==> config.mk <==
export PLATFORM = sky130hd
export DESIGN_NAME = nov_pattern_gen
export DESIGN_NICKNAME = d
export VERILOG_FILES = /design/src/rtl/nov_pattern_gen.sv
export SDC_FILE = /design/constraint.sdc
export NUM_CORES = 1
export LEC_CHECK = 0
export BUFFER_PORTS_ARGS = -buffer_cell sky130_fd_sc_hd__buf_2
export CAP_MARGIN = 15
export CORE_ASPECT_RATIO = 0.5
export CORE_UTILIZATION = 51
export DETAILED_ROUTE_END_ITERATION = 10
export PLACE_DENSITY_LB_ADDON = 0.3
export SLEW_MARGIN = 20
export SYNTH_ARGS = -nofsm -noshare
export SYNTH_HDL_FRONTEND = slang
export SYNTH_SLANG_ARGS = --single-unit
==> constraint.sdc <==
create_clock -name clk -period 2.1 [get_ports clk]
set_clock_uncertainty 0.1 [all_clocks]
set_input_delay 0.42 -clock clk [delete_from_list [all_inputs] [get_ports clk]]
set_output_delay 0.42 -clock clk [all_outputs]
set_load 0.005 [all_outputs]
==> src/rtl/nov_pattern_gen.sv <==
module nov_pattern_gen #(
  parameter int WIDTH = 8,
  parameter int CNT_W = 8
) (
  input  logic               clk,
  input  logic               rst_n,
  input  logic               run,
  input  logic [2:0]         presc_sel,
  input  logic [1:0]         clr_sel,
  input  logic [CNT_W-1:0]   period_val,
  input  logic [CNT_W-1:0]   margin_val,
  input  logic               trig_sel,
  input  logic [WIDTH/4-1:0] nov_mode,
  input  logic [WIDTH-1:0]   nde,
  input  logic [WIDTH-1:0]   dir,
  input  logic               stage_we,
  input  logic [WIDTH-1:0]   stage_data,
  input  logic               init_we,
  input  logic [WIDTH-1:0]   init_data,
  input  logic               irq_en,
  input  logic               irq_ack,
  output logic [WIDTH-1:0]   pins_out,
  output logic [WIDTH-1:0]   pin_oe,
  output logic               irq
);
  localparam int PW = 7;

  logic [PW-1:0]    pre_cnt;
  logic [PW-1:0]    pre_mask;
  logic [CNT_W-1:0] cnt;
  logic [WIDTH-1:0] stage;
  logic [WIDTH-1:0] nov_mask;
  logic             tick, cmp_p, cmp_m, clr, armed, rise_ok, trig, flag;

  assign pre_mask = ~({PW{1'b1}} << presc_sel);
  assign tick     = run && ((pre_cnt & pre_mask) == pre_mask);
  assign cmp_p    = tick && (cnt == period_val);
  assign cmp_m    = tick && (cnt == margin_val);
  assign clr      = (clr_sel == 2'b01 && cmp_p) || (clr_sel == 2'b10 && cmp_m);
  assign trig     = trig_sel ? cmp_m : cmp_p;
  assign rise_ok  = armed && cmp_m && !cmp_p && (margin_val < period_val);

  for (genvar i = 0; i < WIDTH; i++) begin : g_grp
    assign nov_mask[i] = nov_mode[i/4];
  end

  logic [WIDTH-1:0] fall_v, rise_v, copy_v, out_next;
  assign fall_v   = nde & nov_mask & pins_out & ~stage & {WIDTH{cmp_p}};
  assign rise_v   = nde & nov_mask & ~pins_out & stage & {WIDTH{rise_ok}};
  assign copy_v   = nde & ~nov_mask & {WIDTH{trig}};
  assign out_next = (pins_out & ~copy_v & ~fall_v) | (stage & copy_v) | rise_v;

  always_ff @(posedge clk or negedge rst_n) begin
    if (!rst_n) begin
      pre_cnt  <= '0;
      cnt      <= '0;
      stage    <= '0;
      pins_out <= '0;
      armed    <= 1'b0;
      flag     <= 1'b0;
    end else begin
      if (run) pre_cnt <= pre_cnt + 1'b1;
      if (tick) cnt <= clr ? '0 : cnt + 1'b1;
      if (stage_we) stage <= stage_data;
      pins_out <= init_we ? init_data : out_next;
      if (cmp_p) armed <= 1'b1;
      else if (cmp_m) armed <= 1'b0;
      if (cmp_m) flag <= 1'b1;
      else if (irq_ack) flag <= 1'b0;
    end
  end

  assign irq    = flag & irq_en;
  assign pin_oe = dir;
endmodule


# --- Yosys cells after proc, flatten, opt, wreduce, memory -nomap -nowiden ---
# Cells that the tools add are included.
word_totals:
  register_bits: 33
  latch_bits: 0
  ramBits: 0
  rom_bits: 0
  inputBits: 63
  wordCells: 56
  mem_count: 0
classes:
  add_sub_neg: 2
  n_mul: 0
  n_div: 0
  order_cmp: 1
  n_eq_ne: 5
  shift: 1
  muxes: 7
  n_bitwise: 22
  reduce_logical: 12
op_table:
  columns: ["op", "n"]
  rows:
  - ["$and A8 B8 Y8", 12]
  - ["$not A8 Y8", 5]
  - ["$eq A8 B8 Y1", 2]
  - ["$mux W8", 2]
  - ["$or A8 B8 Y8", 2]
  - ["$add A8 B1 Y8 const B", 1]
  - ["$logic_and A1 B1 Y1", 8]
  - ["$lt A8 B8 Y1", 1]
  - ["$add A7 B1 Y7 const B", 1]
  - ["$and A7 B7 Y7", 1]
  - ["$eq A7 B7 Y1", 1]
  - ["$not A7 Y7", 1]
  - ["$shl A7 B3 Y7 const A", 1]
  - ["$mux W1", 5]
  - ["$reduce_bool A2 Y1", 2]
  - ["$eq A2 B1 Y1 const B", 1]
  - ["$eq A2 B2 Y1 const B", 1]
  - ["$and A1 B1 Y1", 1]
  - ["$logic_not A1 Y1", 1]
  - ["$logic_or A1 B1 Y1", 1]

# --- Depth between registers and ports, before layout ---
# Gate-level depths: netlist (run 1).
logic_depth:
  depth_word: 14
  ltp_mapped: 8
  mapped_depth_nobuf: 7

# --- Worst setup path after synthesis (run 1) ---
# OpenSTA, ideal clock, no wires.
synth_path:
  path_kind: "register to register"
  from: "reg cnt[4]"
  to: "reg cnt[0]"
  t_arrival_ns: 1.660
  t_required_ns: 1.873
  path_slack_ns: 0.214
  path_stages_with_launch: 7
  n_path_buf: 0
  path_cell_list: "dfrtp_1 > xnor2_1 > nand4_1 > or2_4 > or3b_4 > a21oi_4 > o21ai_1"
synth_via:
  elab_chain_len: 5
synth_rtl:
  columns: ["item", "line", "source"]
  rows:
  - ["start: declaration", "30", "logic [CNT_W-1:0] cnt;"]
  - ["start signal: assignment", "63", "if (tick) cnt <= clr ? '0 : cnt + 1'b1;"]
  - ["$eq A8 B8 Y1 (on tied branches)", "37, 38", null]
  - ["$logic_and A1 B1 Y1 (on tied branches)", "37, 38", null]
  - ["$logic_and A1 B1 Y1", "39", "assign clr = (clr_sel == 2'b01 && cmp_p) || (clr_sel == 2'b10 && cmp_m);"]
  - ["$logic_or A1 B1 Y1 *", "39", null]
  - ["$mux W8 *", "63", null]
# Every way passes the cells marked *; elsewhere a longest branch is shown, timed or not.
# A chain may end at the register's enable or synchronous reset.

# --- Final worst setup path (run 1) ---
layout_path:
  from: "reg cnt[7]"
  to: "reg cnt[0]"
# The elaborated chain is that of the path after synthesis.

==> impl_metrics.py, run 1 <==
metrics = {
    "outcome": {
        "status": "completed",
    },
    "final_layout": {
        "final_nets": 407,
        "design_area_um2": 2960,
        "antennaDiodeCount": 0,
        "nFillCells": 386,
        "layout-drive-gt1-share": 0.313,
        "areaGrowthSynthToFinish_pct": 22.3,
    },
    "global_route": {
        "antenna_found_initial": 0,
        "track_usage": 0.256,
        "grt_pass1_vias": 2238,
        "grt_pass1_wl_um": 9910,
        "grt-ovfl-total": 0,
        "grt_max_degree": 34,
    },
    "floorplan": {
        "die_h_um": 50.7,
        "die-area_um2": 5040,
        "coreArea_um2": 4470,
        "die_w_um": 99.4,
        "start_util": 0.542,
        "std_cell_rows": 17,
        "top_level_ports": 80,
    },
    "drt": {
        "via_count": 2263,
        "drt_wl_total_um": 6260,
        "drtPass1Iterations": 4,
        "wl_met1_um": 2730,
        "vias_per_cell": 5.76,
        "wl_met2_um": 3080,
        "drc": 0,
        "post_drt_wl_per_cell_um": 15.9,
        "ant_nets": 0,
        "dr_wl_met3_um": 377,
        "routed.top_layer": "met4",
        "drt_first_iter_violations": 132,
    },
    "synth": {
        "syn-num-nets": 339,
        "synthArstFlopShare": 1.00,
        "syn_area_um2": 2420,
        "synth-edff-count": 0,
        "ys_warn_count": 0,
        "synthFlopType": "dfrtp_1",
        "ys_ff_latch": 33,
        "yosysUniqueCellTypes": 43,
        "yosysSeqAreaShare": 0.341,
        "syn_inst": 267,
        "syn_avg_cell_area_um2": 9.06,
    },
    "clocking": {
        "cts_sinks": 33,
        "numCtsBuffers": 5,
        "ctsHtreeMaxLevel": 2,
        "clock_latency_ns": 0.29,
        "cts_tree": "built",
        "cts_root_buf": "clkbuf_8",
        "path_clk_slew_ns": 0.08,
        "clock_path_buffers": 2,
        "holdBufCountCts": 0,
    },
    "sta": {
        "worst_slew_pin_slew_ns": 0.745,
        "setup_slack_ns": 0.0809,
        "hold_viol": 0,
        "timing.final.crit_share": 0.961,
        "min_period_ns": 2.02,
        "max_freq_mhz": 495,
        "finalMaxSlewViolations": 0,
        "rsz0062_at_grt": "true",
        "setup_viol": 0,
        "holdWs_ns": 0.0880,
        "slew_headroom": 0.503,
    },
    "setup_path": {
        "cp-start-kind": "flop",
        "critPathKind": "flop to flop",
        "crit_fanout": 8,
        "crit_path_end_kind": "flop",
        "worstPathArrival_ns": 2.09,
        "crit_required_ns": 2.17,
    },
    "power": {
        "power.total_mw": 2.18,
        "ir_drop_mv": 0.369,
        "p_leak_nw": 1.42,
        "power.density_nw_per_um2": 737,
    },
    "placed_design": {
        "port_buffers": 63,
        "place_ws_ns": -0.0479,
        "hpwlAfterDp_um": 4660,
        "place_area_um2": 2800,
        "gp_congestion": 0.870,
    },
    "worst_hold_path": {
        "worstHoldPathType": "input port to async pin",
    },
    "flow_run": {
        "cap_viol_max_count": 0,
    },
}
area by class of cell:
| cell class | count | area (um^2) | area share |
|---|---|---|---|
| inverter | 29 | 109 | 0.0368 |
| multi-input combinational | 190 | 1410 | 0.478 |
| sequential | 33 | 832 | 0.281 |
| clock buffer | 7 | 86.3 | 0.0292 |
| timing repair buffer | 76 | 417 | 0.141 |
| tap | 57 | 71.3 | 0.0241 |
| clock inverter | 1 | 30.0 | 0.0101 |
cells in the final DEF (no fill, tap or decap), drive strengths merged, types with 2 or more instances in the layout:
cell type and instances:
ha 9, nor2b 9, xnor2 21, buf 76, a31oi 10, and4bb 2, and3 2, clkbuf 7
nand4 17, mux2i 8, and4 8, and2 2, nor2 17, nor4 2, o21ai 12, a21oi 5
o2111ai 8, nand3 6, dfrtp 33, a41oi 8, xor2 7, inv 29, nor3 3, nand2b 2
nand2 20
repair_timing:
item	in CTS	in global routing
setup buffers	0	2
gates resized for setup	0	11
endpoints found under the setup margin	0	16
cell usage after synthesis, types with 2 or more instances:
master     number  area share
and4bb_1        2       0.010
inv_1          29       0.045
nor2b_1         9       0.023
ha_1            9       0.047
mux2i_1         8       0.033
xnor2_1        20       0.072
xor2_1          7       0.025
nor4_1          2      0.0052
nand3_1         6       0.012
clkbuf_1        4      0.0062
buf_2           2      0.0041
nand2b_1        2      0.0052
a41oi_1         8       0.029
nand4_1        15       0.039
nand2_1        20       0.031
and2_1          2      0.0052
o21ai_1         3      0.0062
nor3_2          3       0.012
buf_4           9       0.028
a21oi_1         4      0.0083
and4_1          8       0.029
nand4_2         2       0.010
o21ai_0         9       0.019
o2111ai_1       8       0.029
dfrtp_1        33        0.34
nor2_1         17       0.026
a31oi_1        10       0.026
worst max-delay path, stage by stage (launching register included):
cell	delay [ns]
dfrtp_1	0.44
xnor2_2	0.18
nand4_1	0.15
or2_4	0.30
or3b_4	0.39
a21oi_4	0.24
o21ai_1	0.10
metal layers:
layer / GRT usage / vias to the layer above
met3: 0.0460 / 13
met2: 0.471 / 86
met4: 0.0711 / 0
met1: 0.311 / 1071
met5: 0 / -
li1: - / 1093
through the flow:
step	utilization	TNS [ns]	cells
final	0.662	0	393
after global routing	0.662	-0.00444	393
after CTS	0.652	0	391
after detailed placement	0.626	-0.246	383
after global placement	0.626	0	383
after floorplan	-	0	267
sequential cells by signal (all words and copies together), names as in the netlist:
register,count
armed,1
cnt,8
flag,1
pins_out,8
pre_cnt,7
stage,8
kinds of logic after synthesis:
logic type | share of synthesized area
adder cells (fa/ha/maj) | 0.0465
XOR/XNOR | 0.104
AND/OR/NAND/NOR | 0.229
multiplexers | 0.0377
buffers and inverters | 0.0832
AO/OA/AOI/OAI | 0.158
flip-flops | 0.341
path summary, 6_finish.rpt:
kind	from	endpoint	slack [ns]	depth (start not counted)
worst max register to register	cnt[7]	cnt[0]	0.08	6
worst max-delay path	cnt[7]	cnt[0]	0.08	6
min in group clk	irq_ack	flag	0.22	2
worst min-delay path	rst_n	cnt[7]	0.09	1
max in group asynchronous	rst_n	cnt[4]	1.29	1
worst min register to register	pre_cnt[6]	pre_cnt[6]	0.37	1
where the power goes:
part           leakage (nW)  switching, mW  total [mW]  internal (mW)
clock network        0.0585          0.245       0.632          0.387
logic                 0.964          0.337       0.642          0.305
registers             0.395          0.145       0.908          0.763
(Power assumes the default switching activity.)
==> run 2: changes to the inputs <==
Settings changed: BUFFER_PORTS_ARGS -buffer_cell sky130_fd_sc_hd__buf_2 to unset, CORE_UTILIZATION 51 to 60, DONT_BUFFER_PORTS set to 1.
==> run 2 against run 1 <==
  * Final cell count decreased by 17%
  * Via count decreased by 6.6%
  * Routed wire length fell by 5.2%
  * Non-clock buffer count is 60 lower
  * Critical endpoint is now pins_out[0]
  * Utilization rose by 6.1 points
  * Final area shrank 11%
  * Largest cell class unchanged
  * Setup slack better by 0.0063 ns
  * Critical path depth stayed put
  * Total power is 9.1% lower
  * Fmax rose by 0.31%
  * Clock power fell by 26%
  * First-iteration DRC count fell by 3.0%
==> impl_metrics.py, run 2 (synthesis results as in run 1) <==
metrics = {
    "outcome": {
        "status": "completed",
    },
    "setup_path": {
        "cp-start-kind": "flop",
        "worstReg2RegStart": "cnt[4]",
        "regToRegEndpoint": "pins_out[0]",
        "crit_fanout": 5,
        "worstPathArrival_ns": 2.05,
        "crit_chain": "xnor2_1 > nand4_2 > and4bb_1 > a41oi_1 > mux2i_1 > a31oi_1",
        "crit_slowest_cell": "and4bb_1",
        "crit_required_ns": 2.14,
        "slowest_delay_ns": 0.46,
        "reg2reg_slack_ns": 0.09,
        "crit_path_end_kind": "flop",
        "crit_start": "cnt[4]",
        "critPathKind": "flop to flop",
        "r2r_cells": 6,
    },
    "floorplan": {
        "coreArea_um2": 3640,
        "std_cell_rows": 15,
        "top_level_ports": 80,
        "die-area_um2": 4310,
        "die_w_um": 91.8,
        "die_h_um": 46.9,
        "start_util": 0.665,
    },
    "sta": {
        "max_freq_mhz": 497,
        "timing.final.crit_share": 0.958,
        "slew_headroom": 0.672,
        "hold_viol": 0,
        "setup_viol": 0,
        "min_period_ns": 2.01,
        "worst_slew_pin_slew_ns": 0.492,
        "finalMaxSlewViolations": 0,
    },
    "final_layout": {
        "nFillCells": 282,
        "reg_top3": "cnt (8), pins_out (8), stage (8)",
        "layout-drive-gt1-share": 0.156,
        "layout_common_cells": "29 x inv_1, 29 x dfrtp_1, 20 x nand2_1",
        "final_nets": 347,
        "design_area_um2": 2630,
        "instances_no_fill": 327,
        "areaGrowthSynthToFinish_pct": 8.79,
        "antennaDiodeCount": 0,
    },
    "worst_hold_path": {
        "worstHoldPathType": "input port to flop",
        "hold_end": "pre_cnt[0]",
        "hold_path_startpoint": "run",
        "whs_path_depth": 1,
    },
    "placed_design": {
        "dp_cells": 312,
        "gp_congestion": 0.850,
        "port_buffers": 0,
        "hpwlAfterDp_um": 4420,
        "place_area_um2": 2460,
    },
    "drt": {
        "drt_first_iter_violations": 128,
        "drc": 0,
        "post_drt_wl_per_cell_um": 18.1,
        "drtPass1Iterations": 4,
        "via_count": 2113,
        "ant_nets": 0,
        "drt_wl_total_um": 5930,
        "vias_per_cell": 6.46,
    },
    "global_route": {
        "grt-ovfl-total": 0,
        "grt_max_degree": 34,
        "track_usage": 0.277,
        "grt_pass1_vias": 1945,
        "grt_pass1_wl_um": 8910,
        "antenna_found_initial": 0,
    },
    "clocking": {
        "numCtsBuffers": 5,
        "cts_tree": "built",
        "clock_path_buffers": 2,
        "ctsHtreeMaxLevel": 2,
        "clock_latency_ns": 0.28,
        "cts_sinks": 33,
        "cts_root_buf": "clkbuf_8",
        "path_clk_slew_ns": 0.07,
    },
    "power": {
        "p_leak_nw": 1.17,
        "ir_drop_mv": 0.379,
        "power.density_nw_per_um2": 754,
    },
    "flow_run": {
        "cap_viol_max_count": 0,
    },
}
run 2: cell types whose count changed in the layout (fill, tap and decap cells not counted), sizes merged:
| cell | delta |
|---|---|
| bufinv | -1 |
| buf | -61 |
| dlygate4sd3 | +1 |
| clkbuf | -1 |
| clkinv | +2 |
run 2: report_power, final:
group | switching (mW) | internal (mW)
registers | 0.145 | 0.763
clock network | 0.238 | 0.230
logic | 0.309 | 0.300
total | 0.692 | 1.29
run 2: worst max path at each step:
stage | endpoint
after floorplan | cnt[0]
after global placement | cnt[0]
after detailed placement | cnt[1]
after CTS | cnt[0]
after global routing | pins_out[3]
final | pins_out[0]
run 2: metrics by stage:
stage	hold WS [ns]	TNS, ns	worst slack (ns)	utilization	power (mW)
detailed placement	0.0249	0	0.0408	0.675	1.43
global route	0.109	-0.00838	-0.00374	0.723	2.09
finish	0.111	0	0.0872	0.723	1.98
global placement	0.0251	0	0.0996	0.675	1.39
floorplan	0.0244	0	0.214	-	1.30
CTS	0.108	0	0.0162	0.706	1.91
run 2: final cells by class:
cell class / instances / area, um^2 / area share
Sequential cell: 33 / 831 / 0.316
Clock buffer: 6 / 72.6 / 0.0276
Tap cell: 51 / 63.8 / 0.0242
Inverter: 29 / 109 / 0.0413
Multi-Input combinational cell: 190 / 1410 / 0.536
Clock inverter: 2 / 10.0 / 0.00380
Timing Repair Buffer: 16 / 135 / 0.0513
run 2: layer usage:
layer | track usage | share of wire | vias to the layer above
met3 | 0.0777 | 0.094 | 13
met5 | 0 | 0 | -
met2 | 0.493 | 0.47 | 102
met4 | 0.0875 | 0.017 | 0
met1 | 0.345 | 0.41 | 1023
li1 | - | - | 975
run 2: what timing repair did:
action | 4_1_cts | 5_1_grt
buffers inserted | 0 | 5
hold buffers | 2 | 0
endpoints found under the setup margin | 0 | 15
gates resized for setup | 0 | 8
endpoints found under the hold margin | 33 | 0
run 2: worst max-delay path: cells and delay by family (launching register included):
kind,cells,cell delay (ns)
mux,1,0.18
simple gates,2,0.67
flops,1,0.45
compound gates,2,0.26
xor+xnor,1,0.20
